`src/rtl/uart_fe_pkg.sv`:
```
package uart_fe_pkg;

  localparam logic [7:0] OFF_DATA    = 8'h00;
  localparam logic [7:0] OFF_DATA_B3 = 8'h03;
  localparam logic [7:0] OFF_STAT    = 8'h04;
  localparam logic [7:0] OFF_CTRL    = 8'h08;
  localparam logic [7:0] OFF_SCALE   = 8'h0C;
  localparam logic [7:0] OFF_DBG     = 8'h10;

  localparam int ST_READY    = 0;
  localparam int ST_SH_EMPTY = 1;
  localparam int ST_TQ_EMPTY = 2;
  localparam int ST_RX_HALF  = 8;
  localparam int ST_RX_FULL  = 10;

  localparam int CT_RX_IRQ_EN = 2;

  typedef enum logic [2:0] {
    SEL_NONE, SEL_DATA, SEL_STAT, SEL_CTRL, SEL_SCALE, SEL_DBG
  } reg_sel_e;

  function automatic reg_sel_e decode_off(input logic [7:0] off);
    case (off)
      OFF_DATA, OFF_DATA_B3: return SEL_DATA;
      OFF_STAT:              return SEL_STAT;
      OFF_CTRL:              return SEL_CTRL;
      OFF_SCALE:             return SEL_SCALE;
      OFF_DBG:               return SEL_DBG;
      default:               return SEL_NONE;
    endcase
  endfunction

  function automatic logic [31:0] pack_status(input logic ready, input logic tx_idle,
                                              input logic half, input logic full);
    logic [31:0] s;
    s = '0;
    s[ST_READY]    = ready;
    s[ST_SH_EMPTY] = tx_idle;
    s[ST_TQ_EMPTY] = tx_idle;
    s[ST_RX_HALF]  = half;
    s[ST_RX_FULL]  = full;
    return s;
  endfunction

endpackage

```
`src/rtl/uart_fe_decode.sv`:
```
module uart_fe_decode
  import uart_fe_pkg::*;
(
  input  logic       psel,
  input  logic       penable,
  input  logic       pwrite,
  input  logic [7:0] off,
  output reg_sel_e   sel,
  output logic       data_rd,
  output logic       data_wr,
  output logic       ctrl_wr
);
  logic access;

  assign sel     = decode_off(off);
  assign access  = psel && penable;
  assign data_rd = access && !pwrite && (sel == SEL_DATA);
  assign data_wr = access &&  pwrite && (sel == SEL_DATA);
  assign ctrl_wr = access &&  pwrite && (sel == SEL_CTRL);
endmodule

```
`src/rtl/uart_rx_fifo.sv`:
```
module uart_rx_fifo #(
  parameter int DEPTH = 16,
  parameter int W     = 8
) (
  input  logic             clk,
  input  logic             rst_n,
  input  logic             push,
  input  logic [W-1:0]     wdata,
  input  logic             pop,
  output logic [W-1:0]     rdata,
  output logic             empty,
  output logic             full,
  output logic             half
);
  localparam int PTR_W = (DEPTH > 1) ? $clog2(DEPTH) : 1;
  localparam int CNT_W = PTR_W + 1;
  localparam logic [CNT_W-1:0] CNT_FULL = CNT_W'(DEPTH);
  localparam logic [CNT_W-1:0] CNT_HALF = CNT_W'((DEPTH + 1) / 2);

  logic [W-1:0]     mem [DEPTH];
  logic [PTR_W-1:0] wr_ptr, rd_ptr, wr_nxt, rd_nxt;
  logic [CNT_W-1:0] count;

  generate
    if ((DEPTH & (DEPTH - 1)) == 0) begin : g_pow2_wrap
      assign wr_nxt = wr_ptr + 1'b1;
      assign rd_nxt = rd_ptr + 1'b1;
    end else begin : g_cmp_wrap
      assign wr_nxt = (wr_ptr == PTR_W'(DEPTH - 1)) ? '0 : wr_ptr + 1'b1;
      assign rd_nxt = (rd_ptr == PTR_W'(DEPTH - 1)) ? '0 : rd_ptr + 1'b1;
    end
  endgenerate

  always_ff @(posedge clk) begin
    if (push) mem[wr_ptr] <= wdata;
  end

  always_ff @(posedge clk or negedge rst_n) begin
    if (!rst_n) begin
      wr_ptr <= '0;
      rd_ptr <= '0;
      count  <= '0;
    end else begin
      if (push) wr_ptr <= wr_nxt;
      if (pop)  rd_ptr <= rd_nxt;
      case ({push, pop})
        2'b10:   count <= count + 1'b1;
        2'b01:   count <= count - 1'b1;
        default: count <= count;
      endcase
    end
  end

  assign empty = (count == '0);
  assign full  = (count == CNT_FULL);
  assign half  = (count >= CNT_HALF);
  assign rdata = empty ? '0 : mem[rd_ptr];

  assert_no_overflow_R9: assert property (@(posedge clk) disable iff (!rst_n)
    count <= CNT_FULL);
  assert_pop_drains_R2: assert property (@(posedge clk) disable iff (!rst_n)
    (pop && !push) |=> (count == $past(count) - 1'b1));
  assert_push_fills_R9: assert property (@(posedge clk) disable iff (!rst_n)
    (push && !pop) |=> !empty);
endmodule

```
`src/rtl/uart_tx_beat.sv`:
```
module uart_tx_beat (
  input  logic       clk,
  input  logic       rst_n,
  input  logic       send,
  input  logic [7:0] byte_in,
  output logic       tx_valid,
  output logic [7:0] tx_data
);
  always_ff @(posedge clk or negedge rst_n) begin
    if (!rst_n) begin
      tx_valid <= 1'b0;
      tx_data  <= '0;
    end else begin
      tx_valid <= send;
      if (send) tx_data <= byte_in;
    end
  end
endmodule

```
`src/rtl/uart_apb_frontend.sv`:
```
module uart_apb_frontend
  import uart_fe_pkg::*;
#(
  parameter int ADDR_W   = 12,
  parameter int RX_DEPTH = 16
) (
  input  logic              clk,
  input  logic              rst_n,
  input  logic              psel,
  input  logic              penable,
  input  logic              pwrite,
  input  logic [ADDR_W-1:0] paddr,
  input  logic [31:0]       pwdata,
  output logic [31:0]       prdata,
  output logic              pready,
  output logic              pslverr,
  input  logic              rx_valid,
  input  logic [7:0]        rx_data,
  output logic              rx_ready,
  output logic              tx_valid,
  output logic [7:0]        tx_data,
  output logic              irq
);
  reg_sel_e    sel;
  logic        data_rd, data_wr, ctrl_wr;
  logic        rx_push, rx_pop;
  logic [7:0]  fifo_head;
  logic        fifo_empty, fifo_full, fifo_half;
  logic [31:0] ctrl_q, status_w;

  uart_fe_decode u_dec (
    .psel(psel), .penable(penable), .pwrite(pwrite), .off(paddr[7:0]),
    .sel(sel), .data_rd(data_rd), .data_wr(data_wr), .ctrl_wr(ctrl_wr)
  );

  assign rx_ready = !fifo_full;
  assign rx_push  = rx_valid && rx_ready;
  assign rx_pop   = data_rd && !fifo_empty;

  uart_rx_fifo #(.DEPTH(RX_DEPTH), .W(8)) u_fifo (
    .clk(clk), .rst_n(rst_n), .push(rx_push), .wdata(rx_data), .pop(rx_pop),
    .rdata(fifo_head), .empty(fifo_empty), .full(fifo_full), .half(fifo_half)
  );

  uart_tx_beat u_tx (
    .clk(clk), .rst_n(rst_n), .send(data_wr), .byte_in(pwdata[7:0]),
    .tx_valid(tx_valid), .tx_data(tx_data)
  );

  always_ff @(posedge clk or negedge rst_n) begin
    if (!rst_n) begin
      ctrl_q <= '0;
      irq    <= 1'b0;
    end else begin
      if (ctrl_wr) ctrl_q <= pwdata;
      irq <= rx_push && ctrl_q[CT_RX_IRQ_EN];
    end
  end

  assign status_w = pack_status(!fifo_empty, !tx_valid, fifo_half, fifo_full);

  always_comb begin
    prdata = '0;
    if (psel && !pwrite) begin
      case (sel)
        SEL_DATA: prdata = {24'b0, fifo_head};
        SEL_STAT: prdata = status_w;
        SEL_CTRL: prdata = ctrl_q;
        default:  prdata = '0;
      endcase
    end
  end

  assign pready  = 1'b1;
  assign pslverr = 1'b0;

  assert_zero_wait_R1: assert property (@(posedge clk) disable iff (!rst_n)
    pready && !pslverr);
  assert_empty_read_zero_R3: assert property (@(posedge clk) disable iff (!rst_n)
    (data_rd && fifo_empty) |-> (prdata == 32'b0));
  assert_tx_after_write_R4: assert property (@(posedge clk) disable iff (!rst_n)
    tx_valid |-> $past(psel && penable && pwrite));
  assert_irq_after_store_R10: assert property (@(posedge clk) disable iff (!rst_n)
    irq |-> $past(rx_valid && rx_ready));
  assert_ready_when_room_R9: assert property (@(posedge clk) disable iff (!rst_n)
    fifo_empty |-> rx_ready);
  assert_no_pop_setup_R11: assert property (@(posedge clk) disable iff (!rst_n)
    (psel && !penable && !rx_push) |=> $stable(fifo_empty));
endmodule

```
`config.mk`:
```
export PLATFORM = sky130hd
export DESIGN_NAME = uart_apb_frontend
export DESIGN_NICKNAME = d
export VERILOG_FILES = /design/src/rtl/uart_fe_pkg.sv /design/src/rtl/uart_fe_decode.sv /design/src/rtl/uart_rx_fifo.sv /design/src/rtl/uart_tx_beat.sv /design/src/rtl/uart_apb_frontend.sv
export SDC_FILE = /design/constraint.sdc
export NUM_CORES = 1
export LEC_CHECK = 0
export BUFFER_PORTS_ARGS = -buffer_cell sky130_fd_sc_hd__buf_2
export CAP_MARGIN = 25
export CORE_AREA = 3 3 102 202
export CTS_CLUSTER_DIAMETER = 200
export DETAILED_ROUTE_END_ITERATION = 10
export DIE_AREA = 0 0 105 205
export GPL_ROUTABILITY_DRIVEN = 0
export PLACE_DENSITY = 0.71
export SLEW_MARGIN = 20
export SYNTH_ARGS = -nofsm -noshare
export SYNTH_HDL_FRONTEND = slang
export SYNTH_SLANG_ARGS = --single-unit
```
`constraint.sdc`:
```
create_clock -name clk -period 3.1 [get_ports clk]
set_clock_uncertainty 0.2 [all_clocks]
set_input_delay 0.62 -clock clk [delete_from_list [all_inputs] [get_ports clk]]
set_output_delay 0.62 -clock clk [all_outputs]
set_load 0.01 [all_outputs]
```
[Word-level counts from Yosys, hierarchy flattened]
Memory sizes are Yosys's and may differ from the RTL's.
Cells that the tools add are included.
Operators by class
  mux-type cells: 7
  equal/unequal tests: 11
  $add $sub $neg: 4
  order comparisons: 1
  reduce and logical (&&, ||, !) cells: 18
Operators by type and width (count)
  $pmux W32 S3: 1
  $mux W32: 1
  $eq A8 B4 Y1 const B: 2
  $pmux W3 S5: 1
  $logic_and A1 B1 Y1: 10
  $pmux W5 S2: 1
  $add A4 B1 Y4 const B: 2
  $eq A8 B2 Y1 const B: 1
  $eq A8 B3 Y1 const B: 1
  $eq A8 B5 Y1 const B: 1
  $logic_not A8 Y1: 1
  $mux W8: 1
  $eq A3 B2 Y1 const B: 2
  $add A5 B1 Y5 const B: 1
  $eq A5 B5 Y1 const B: 1
  $ge A5 B4 Y1 const B: 1
  $logic_not A5 Y1: 1
  $sub A5 B1 Y5 const B: 1
  $logic_not A1 Y1: 4
  $eq A3 B1 Y1 const B: 1
  $eq A2 B1 Y1 const B: 1
  $eq A2 B2 Y1 const B: 1
  $mux W1: 2
  $reduce_bool A2 Y1: 1
  $reduce_or A2 Y1: 1
Word-level totals
  output and inout port bits: 45
  logic and storage cells: 49
  input port bits: 58
  flip-flop bits (word level): 55
  memories: 1
  RAM bits: 128
Memory list
  u_fifo.mem: words 16, width 8, read ports 1, clocked after memory_dff 0, write ports 1, RTL line uart_rx_fifo.sv:20  | logic [W-1:0] mem [DEPTH];

[Depth between registers and ports, before layout]
Gate-level depths: netlist of the first run.
  depth after elaboration: 8
  mapped depth: 12
  depth with buffers taken out: 10

[Cells and area by module]
Synthesis of the first run repeated with hierarchy kept, for this count alone.
Unflattened totals
  cell total of the unflattened synthesis: 454
  area total of the unflattened synthesis: 7848.8 µm²
Modules (own cells, without submodules)
  uart_rx_fifo: cells each 286, instances 1, seq. area each 4169.0 µm², area an instance 5710.5 µm²
  uart_apb_frontend: cells each 131, instances 1, seq. area each 825.8 µm², area an instance 1642.8 µm²
  uart_tx_beat: cells each 18, instances 1, seq. area each 225.2 µm², area an instance 356.6 µm²
  uart_fe_decode: cells each 19, instances 1, seq. area each 0.0 µm², area an instance 138.9 µm²

[Worst setup path before layout of the first run]
OpenSTA, ideal clock, no wires.
  path kind: input to register
  from: in paddr[5]
  to: reg u_fifo.count[4]
  buffers on the path: 1
  arrival time: 3.172 ns
  setup time: 0.125 ns
  stages on the path: 11
  setup slack: -0.397 ns
  required time: 2.775 ns
  cell sequence: or4_4 a211o_1 nor3_2 ha_1 clkbuf_1 xor2_1 ha_1 or3b_1 a211oi_1 o21bai_1 xnor2_1
Between the ends
  longest elaborated chain between the ends: 8
  elaborated cells on any way between the ends: 15
  those cells by class: 8 x eq/ne; 2 x mux; 5 x reduce/logical
Ends and longest elaborated chain
  start: declaration: RTL line uart_apb_frontend.sv:12  | input logic [ADDR_W-1:0] paddr,
  $eq A8 B2 Y1 / $logic_not A8 Y1 (equally long branches): RTL line uart_fe_pkg.sv:23  | case (off)
  $reduce_or A2 Y1: RTL line uart_fe_pkg.sv:23
  $pmux W3 S5 *: RTL line uart_fe_pkg.sv:23
  $eq A3 B1 Y1 *: RTL line uart_fe_decode.sv:17  | assign data_rd = access && !pwrite && (sel == SEL_DATA);
  $logic_and A1 B1 Y1 *: RTL line uart_fe_decode.sv:17
  $logic_and A1 B1 Y1 *: RTL line uart_apb_frontend.sv:38  | assign rx_pop = data_rd && !fifo_empty;
  via rx_pop: RTL line uart_apb_frontend.sv:26  | logic rx_push, rx_pop;
  $eq A2 B1 Y1 / $eq A2 B2 Y1 (equally long branches): RTL line uart_rx_fifo.sv:46  | case ({push, pop})
  $pmux W5 S2 / $reduce_bool A2 Y1 (equally long branches)
  end signal: assignment: RTL line uart_rx_fifo.sv:47  | 2'b10: count <= count + 1'b1;
  end signal: assignment: RTL line uart_rx_fifo.sv:48  | 2'b01: count <= count - 1'b1;
  end signal: assignment: RTL line uart_rx_fifo.sv:49  | default: count <= count;
  end: declaration: RTL line uart_rx_fifo.sv:22  | logic [CNT_W-1:0] count;
Mark *: on every way through the listed nets, which the timed path passes. The rest lies on a longest branch.
A chain may end at the register's enable or synchronous reset.

[Worst setup path after layout of the first run]
Ends and elaborated chain as after synthesis.

==> key figures, run 1 <==
Clocking
  • Number of H-tree levels: 4
  • Clock-pin slew on the worst setup and hold paths: ~0.08 ns
  • Clk_lat worst skew: about 0.43 ns
  • Clk root buf: clkbuf_16
  • CTS tree: yes
  • CTS Buf Count: 17
  • Sink Count: about 180
  • CTS max path bufs: 2

Placed design
  • Number of I/O port buffers: 96
  • Final HPWL DP: 11.9 mm

Floorplan
  • Row count: around 70
  • Initial Util: 0.398
  • Die Span Y: ~210 um
  • Io pins: roughly 100
  • CORE AREA: between 15000 and 20000 um^2
  • Die Wd: approximately 110 um
  • Die area: between 20000 and 25000 um^2

STA
  • Final worst slack: -0.0517 ns
  • Final Max Tran Viols: 0
  • Fmax: around 320 MHz
  • Final min period: between 3 and 4 ns
  • Final period utilization: 1.02
  • Hold Vio Cnt, Final: 0
  • Unrepaired setup endpoints after global routing: yes
  • Final setup vio count: 8

Status
  • Failing checks: setup timing
  • Status: finished, violations left

Worst hold path
  • Hold crit path type: primary input to flop

Critical path
  • CP max stage delay: ~0.53 ns
  • Crit start category: primary input
  • R2R depth: 12
  • CP Buf/Inv Count: 3
  • Worst setup startpoint: paddr[5]
  • Stages on worst setup path: 13
  • Worst Path Max Fanout: 2
  • Worst R2R End: u_fifo.count[4]
  • CP endpoint: u_fifo.count[4]
  • R2r setup slk: around 0.10 ns
  • Worst path slowest cell: or4_4
  • Reg2Reg Launch Point: u_fifo.count[3]
  • Worst Path Arrival: 3.27 ns
  • Worst-path cell chain: buf_6, or4_4, a211o_1, buf_4, buf_4, nor3_4, ha_2, xor2_1, ha_2, or3b_1, a211oi_2, o21bai_1, xnor2_1
  • CP delay by family, top: simple AND/OR/NAND/NOR gates
  • CP endpoint kind: flop
  • Kind of critical path: primary input to flop
  • Required time of the critical path: 3.21 ns

Power and ir drop
  • Worst IR drop on VDD: 0.000365 V
  • Cell Pwr Density: slightly above 600 nW/um^2
  • Leak: about 3.7 nW
  • Total power: around 5.7 mW

Drt
  • Detailed Route WL: 16.4 mm
  • DR WL/cell: 19.2 um
  • Antenna viol nets, final: 0
  • Via-per-instance ratio: about 5
  • First DRT Iteration DRCs: 281
  • Remaining DRCs: 0
  • Vias: ~4300
  • DR pass1 iterations: 4

GRT
  • Largest net degree at the start of global routing: 34
  • Overall Global Routing Usage: 0.155
  • Global-route wire length before repair: 25.2 mm
  • Initial antenna violation count: 1
  • Total gr overflow: 0
  • Vias in the first global route: between 4000 and 5000

Logic synthesis
  • Synth warn: 0
  • Synthesized Nets: roughly 500
  • Synth async-reset ratio: 0.301
  • Sequential-to-total area share from yosys stat: 0.681
  • #FFs+latches synth: between 150 and 200
  • Number of synthesized flops with an enable pin: about 130
  • Main synth FF type: edfxtp_1
  • Distinct cells, synth: 48
  • Synth Area per Inst: around 17 um^2
  • Synth Cell Area: 7660 um^2
  • Synth Instances: between 400 and 500

Cells and area
  • Filler cells: 1614
  • Diodes inserted: 0
  • Syn-to-layout area delta: 23.1%
  • # nets final: about 650
  • Reg area: roughly 5200 um^2
  • Fin util: 0.489
  • Multi-input gate area: around 2400 um^2
  • Layout cells sized above 1: 0.388

Run
  • Max-Cap Viols: 0
[layer usage]
| layer | vias to the layer above | global-route usage | share of wire |
|---|---|---|---|
| met1 | 2159 | 0.146 | 0.34 |
| met3 | 31 | 0.0278 | 0.035 |
| met5 | - | 0 | 0 |
| met4 | 0 | 0.0718 | 0.029 |
| met2 | 126 | 0.314 | 0.59 |
| li1 | 1963 | - | - |
[Yosys cell counts, types with 2 or more instances]
cell type  count  area [um^2]
nor4_1         2         12.5
nor3_1         5         25.0
buf_2          6         30.0
inv_1          5         18.8
edfxtp_1     128         3840
buf_4          2         15.0
nor2b_1        3         18.8
mux2_1        41          462
and2_1        23          144
nor2_1        14         52.6
xor2_1         6         52.6
ha_1           8          100
nand2b_1       5         31.3
nand2_1       16         60.1
nand4_1        3         18.8
dfrtp_1       55         1380
o21ai_0        2         10.0
nand3_1        3         15.0
a211o_1        3         26.3
a211oi_1       3         22.5
conb_1         2         7.51
buf_1          3         11.3
o221ai_2       7          105
a21oi_1        6         30.0
or3_1          3         18.8
mux4_2        32          721
or2_1          2         12.5
clkbuf_1      11         41.3
nor4_2         2         25.0
xnor2_1        6         52.6
mux2i_1       16          160
[cell families (layout without fill, tap and decap cells)]
logic type | Yosys count | count (layout) | synth area share
flip-flops | 183 | 183 | 0.681
multiplexers | 90 | 90 | 0.177
AND/OR/NAND/NOR | 89 | 89 | 0.0653
AO/OA/AOI/OAI | 28 | 28 | 0.0325
buffers and inverters | 28 | 181 | 0.0167
XOR/XNOR | 12 | 12 | 0.0137
adder cells (fa/ha/maj) | 8 | 8 | 0.0131
other | 2 | 2 | 0.000980
[stage by stage]
step	std cells	worst slack (ns)	setup TNS, ns	area [um^2]	hold slack (ns)
global placement	815	-0.216	-1.62	8750	0.265
finish	852	-0.0517	-0.267	9430	0.197
global route	852	-0.116	-0.754	9430	0.197
floorplan	440	-0.252	-0.252	7690	0.124
detailed placement	815	-0.271	-1.68	8750	0.273
CTS	851	-0.111	-0.778	9390	0.181
[sequential cells by signal, summed over array words and instances (netlist names)]
| name | cells |
|---|---|
| u_fifo.mem | 128 |
| ctrl_q | 32 |
| u_tx.tx_data | 8 |
| u_fifo.count | 5 |
| u_fifo.rd_ptr | 4 |
| u_fifo.wr_ptr | 4 |
| irq | 1 |
| u_tx.tx_valid | 1 |
[worst register-to-register path: stages, from the launching register on]
cell      delay, ns
dfrtp_1        0.52
nor4_2         0.09
a211o_1        0.32
buf_4          0.13
buf_4          0.13
nor3_4         0.16
ha_2           0.23
xor2_1         0.07
ha_2           0.19
or3b_1         0.36
a211oi_2       0.23
o21bai_1       0.12
xnor2_1        0.14
[what timing repair did]
item                                    4_1_cts  5_1_grt
buffers inserted                              3        2
resized for setup                             7        8
hold buffers                                  1        0
pin swaps                                     6        7
hold endpoints to repair                     15        0
endpoints found under the setup margin        8        9
[how the worst min path moves through the flow]
stage | startpoint | end | slack [ns] | cells past startpoint
after detailed placement | ctrl_q[23] | ctrl_q[23] | 0.27 | 1
final | pwdata[18] | ctrl_q[18] | 0.20 | 2
after global placement | u_tx.tx_data[4] | u_tx.tx_data[4] | 0.27 | 1
after CTS | pwdata[18] | ctrl_q[18] | 0.18 | 2
after global routing | pwdata[18] | ctrl_q[18] | 0.20 | 2
after floorplan | rst_n | ctrl_q[0] | 0.12 | 0
[layout make-up]
cell class,instances,share of cell area
Multi-Input combinational cell,229,0.254
Timing Repair Buffer,144,0.0968
Inverter,5,0.00199
Sequential cell,183,0.553
Clock inverter,14,0.0138
Clock buffer,18,0.0455
Tap cell,259,0.0344
[power by group]
part | switching [mW] | internal, mW | total (mW)
logic | 0.376 | 0.274 | 0.650
registers | 0.150 | 2.86 | 3.01
clock network | 0.980 | 1.06 | 2.04
[cell usage in the layout, fill, tap and decap left out, types with 3 or more instances in the layout]
| master | count |
|---|---|
| a211o_1 | 3 |
| a21oi_1 | 6 |
| and2_1 | 23 |
| buf_12 | 3 |
| buf_2 | 92 |
| buf_4 | 43 |
| buf_6 | 4 |
| clkbuf_16 | 17 |
| clkinv_4 | 4 |
| dfrtp_1 | 54 |
| edfxtp_1 | 128 |
| ha_1 | 6 |
| inv_1 | 5 |
| inv_6 | 3 |
| inv_8 | 5 |
| mux2_1 | 41 |
| mux2i_1 | 16 |
| mux4_2 | 32 |
| nand2_1 | 16 |
| nand2b_1 | 5 |
| nand4_1 | 3 |
| nor2_1 | 14 |
| nor2b_1 | 3 |
| nor3_1 | 5 |
| o221ai_2 | 6 |
| xnor2_1 | 6 |
| xor2_1 | 6 |
Power figures use the tool's default switching activity.
==> run 2: changes to the inputs <==
- CORE_AREA: 3 3 102 202 -> 3 3 131 158
- CTS_BUF_LIST: unset -> sky130_fd_sc_hd__clkbuf_8
- DIE_AREA: 0 0 105 205 -> 0 0 134 161
==> run 2 against run 1 <==
The run still ends with setup timing left; via count fell by 0.77%; sequential share of layout area rose by 1.0 points; fmax fell by 1.6%; sequential power barely moved; global-route usage fell by 1.1 points; core utilization fell by 1.2 points; hold slack got worse by 0.16 ns; count of clock-buffer cells in the layout fell by 1; critical path depth fell by 6.
==> key figures, run 2 (same netlist as run 1, synthesis figures left out) <==
Floorplan
  • Row count: 56
  • Initial Util: 0.395
  • Die area: between 20000 and 25000 um^2
  • Die Wd: ~130 um
  • CORE AREA: 19400 um^2
  • Die Span Y: about 160 um
  • Io pins: between 100 and 150

Placed design
  • Placed Cells: between 800 and 900
  • Number of I/O port buffers: 96
  • Final HPWL DP: about 10 mm

Drt
  • DR pass1 iterations: 4
  • Detailed Route WL: about 15 mm
  • Vias: approximately 4200
  • Remaining DRCs: 0
  • First DRT Iteration DRCs: 250
  • Via-per-instance ratio: around 5.0
  • Antenna viol nets, final: 0
  • DR WL/cell: 18.3 um

Cells and area
  • Syn-to-layout area delta: 20.9%
  • Diodes inserted: 0
  • Most frequent cells in the layout: edfxtp_1 (128), buf_2 (90), dfrtp_1 (54), mux2_1 (41), mux4_2 (32)
  • Layout cells sized above 1: 0.384
  • Biggest regs: u_fifo.mem (128), ctrl_q (32), u_tx.tx_data (8)
  • Fin util: 0.477
  • # nets final: around 630
  • Most flops, register: u_fifo.mem
  • Number of flip-flops under the largest register name: ~130
  • Commonest non-fill, non-tap cell in the layout: edfxtp_1
  • Final Non-Filler Cells: around 840

STA
  • Setup TNS: -0.519 ns
  • Final setup vio count: 8
  • Slew @ Worst Pin: roughly 0.75 ns
  • Final worst slack: -0.104 ns
  • Final Max Tran Viols: 0
  • Fmax: approximately 310 MHz
  • Final min period: 3.20 ns
  • Final hold slack: ~0.042 ns
  • Unrepaired setup endpoints after global routing: yes
  • Relative slew margins: 0.501
  • Final period utilization: 1.03
  • Hold Vio Cnt, Final: 0

Critical path
  • Worst Path Arrival: approximately 2.4 ns
  • Kind of critical path: primary input to output pin
  • Crit start category: primary input
  • Worst Path Max Fanout: 8
  • CP endpoint kind: output pin
  • Required time of the critical path: 2.28 ns

Clocking
  • Cts hold-fix bufs: 0
  • CTS tree: yes
  • Clock-pin slew on the worst setup and hold paths: roughly 0.09 ns
  • Clk_lat worst skew: around 0.44 ns
  • CTS max path bufs: 2
  • Sink Count: approximately 180
  • Clk root buf: clkbuf_8
  • CTS Buf Count: 17
  • Number of H-tree levels: 4

Power and ir drop
  • P_int: just under 4 mW
  • Leak: 3.63 nW
  • Total power: around 5.3 mW
  • Switch share: 0.265
  • Sequential Power Share: 0.572
  • Clk pwr share: 0.309
  • Worst IR drop on VDD: between 0.0002 and 0.0003 V
  • Cell Pwr Density: 569 nW/um^2
  • P_sw: roughly 1.4 mW
  • Logic pwr share: 0.119

GRT
  • Global-route wire length before repair: about 24 mm
  • Largest net degree at the start of global routing: 35
  • Initial antenna violation count: 0
  • Total gr overflow: 0
  • Vias in the first global route: 4471
  • Overall Global Routing Usage: 0.144

Worst hold path
  • Hold crit path type: primary input to asynchronous set/reset pin

Status
  • Status: finished, violations left
  • Failing checks: setup timing

Run
  • Max-Cap Viols: 0
==> run 2: worst max-delay path, cell delays in order <==
cell and delay (ns):
buf_6 0.09, or4_4 0.54, a211o_1 0.26, or3_4 0.34
buf_12 0.16, o221ai_4 0.22, buf_6 0.14
==> run 2: final cells by class <==
type                            instances  area, um^2
Clock buffer                           17         234
Clock inverter                         14         183
Fill cell                            1634       10100
Inverter                                5        18.8
Multi-Input combinational cell        229        2420
Sequential cell                       183        5220
Tap cell                              261         327
Timing Repair Buffer                  132         856
==> run 2: layer usage <==
metal / global-route usage / vias to the layer above / part of all wire
met3: 0.0340 / 14 / 0.055
met1: 0.189 / 2141 / 0.43
li1: - / 1943 / -
met4: 0.0407 / 0 / 0.011
met2: 0.242 / 148 / 0.51
met5: 0 / - / 0
==> run 2: through the flow <==
| step | instance area [um^2] | setup slack (ns) |
|---|---|---|
| floorplan | 7690 | -0.252 |
| global placement | 8670 | -0.243 |
| detailed placement | 8670 | -0.290 |
| CTS | 9160 | -0.127 |
| global route | 9260 | -0.147 |
| finish | 9260 | -0.104 |
==> run 2: path summary, 6_finish.rpt <==
check                      slack, ns  cells past startpoint            start               end
hold reg to reg                 0.29                      1       ctrl_q[21]        ctrl_q[21]
setup reg to reg                0.28                     11  u_fifo.count[2]   u_fifo.count[4]
setup / recovery               -0.10                      7         paddr[6]         prdata[7]
max in group asynchronous       1.87                      2            rst_n         ctrl_q[3]
hold / removal                  0.04                      1            rst_n  u_fifo.wr_ptr[1]
min in group clk                0.19                      2       pwdata[29]        ctrl_q[29]
==> run 2: power by group through the flow <==
stage                     Clock (mW)  Combinational, mW  Sequential (mW)
after CTS                       1.67              0.629             3.01
after floorplan                    0              0.402             2.99
after detailed placement           0              0.619             3.07
after global routing            1.78              0.694             3.04
after global placement             0              0.586             3.04
final                           1.63              0.628             3.01
==> run 2: what timing repair did <==
| item | 4_1_cts | 5_1_grt |
|---|---|---|
| buffers inserted | 2 | 0 |
| setup endpoints to repair | 8 | 10 |
| gates cloned | 0 | 1 |
| pin swaps | 9 | 1 |
| resized for setup | 7 | 15 |
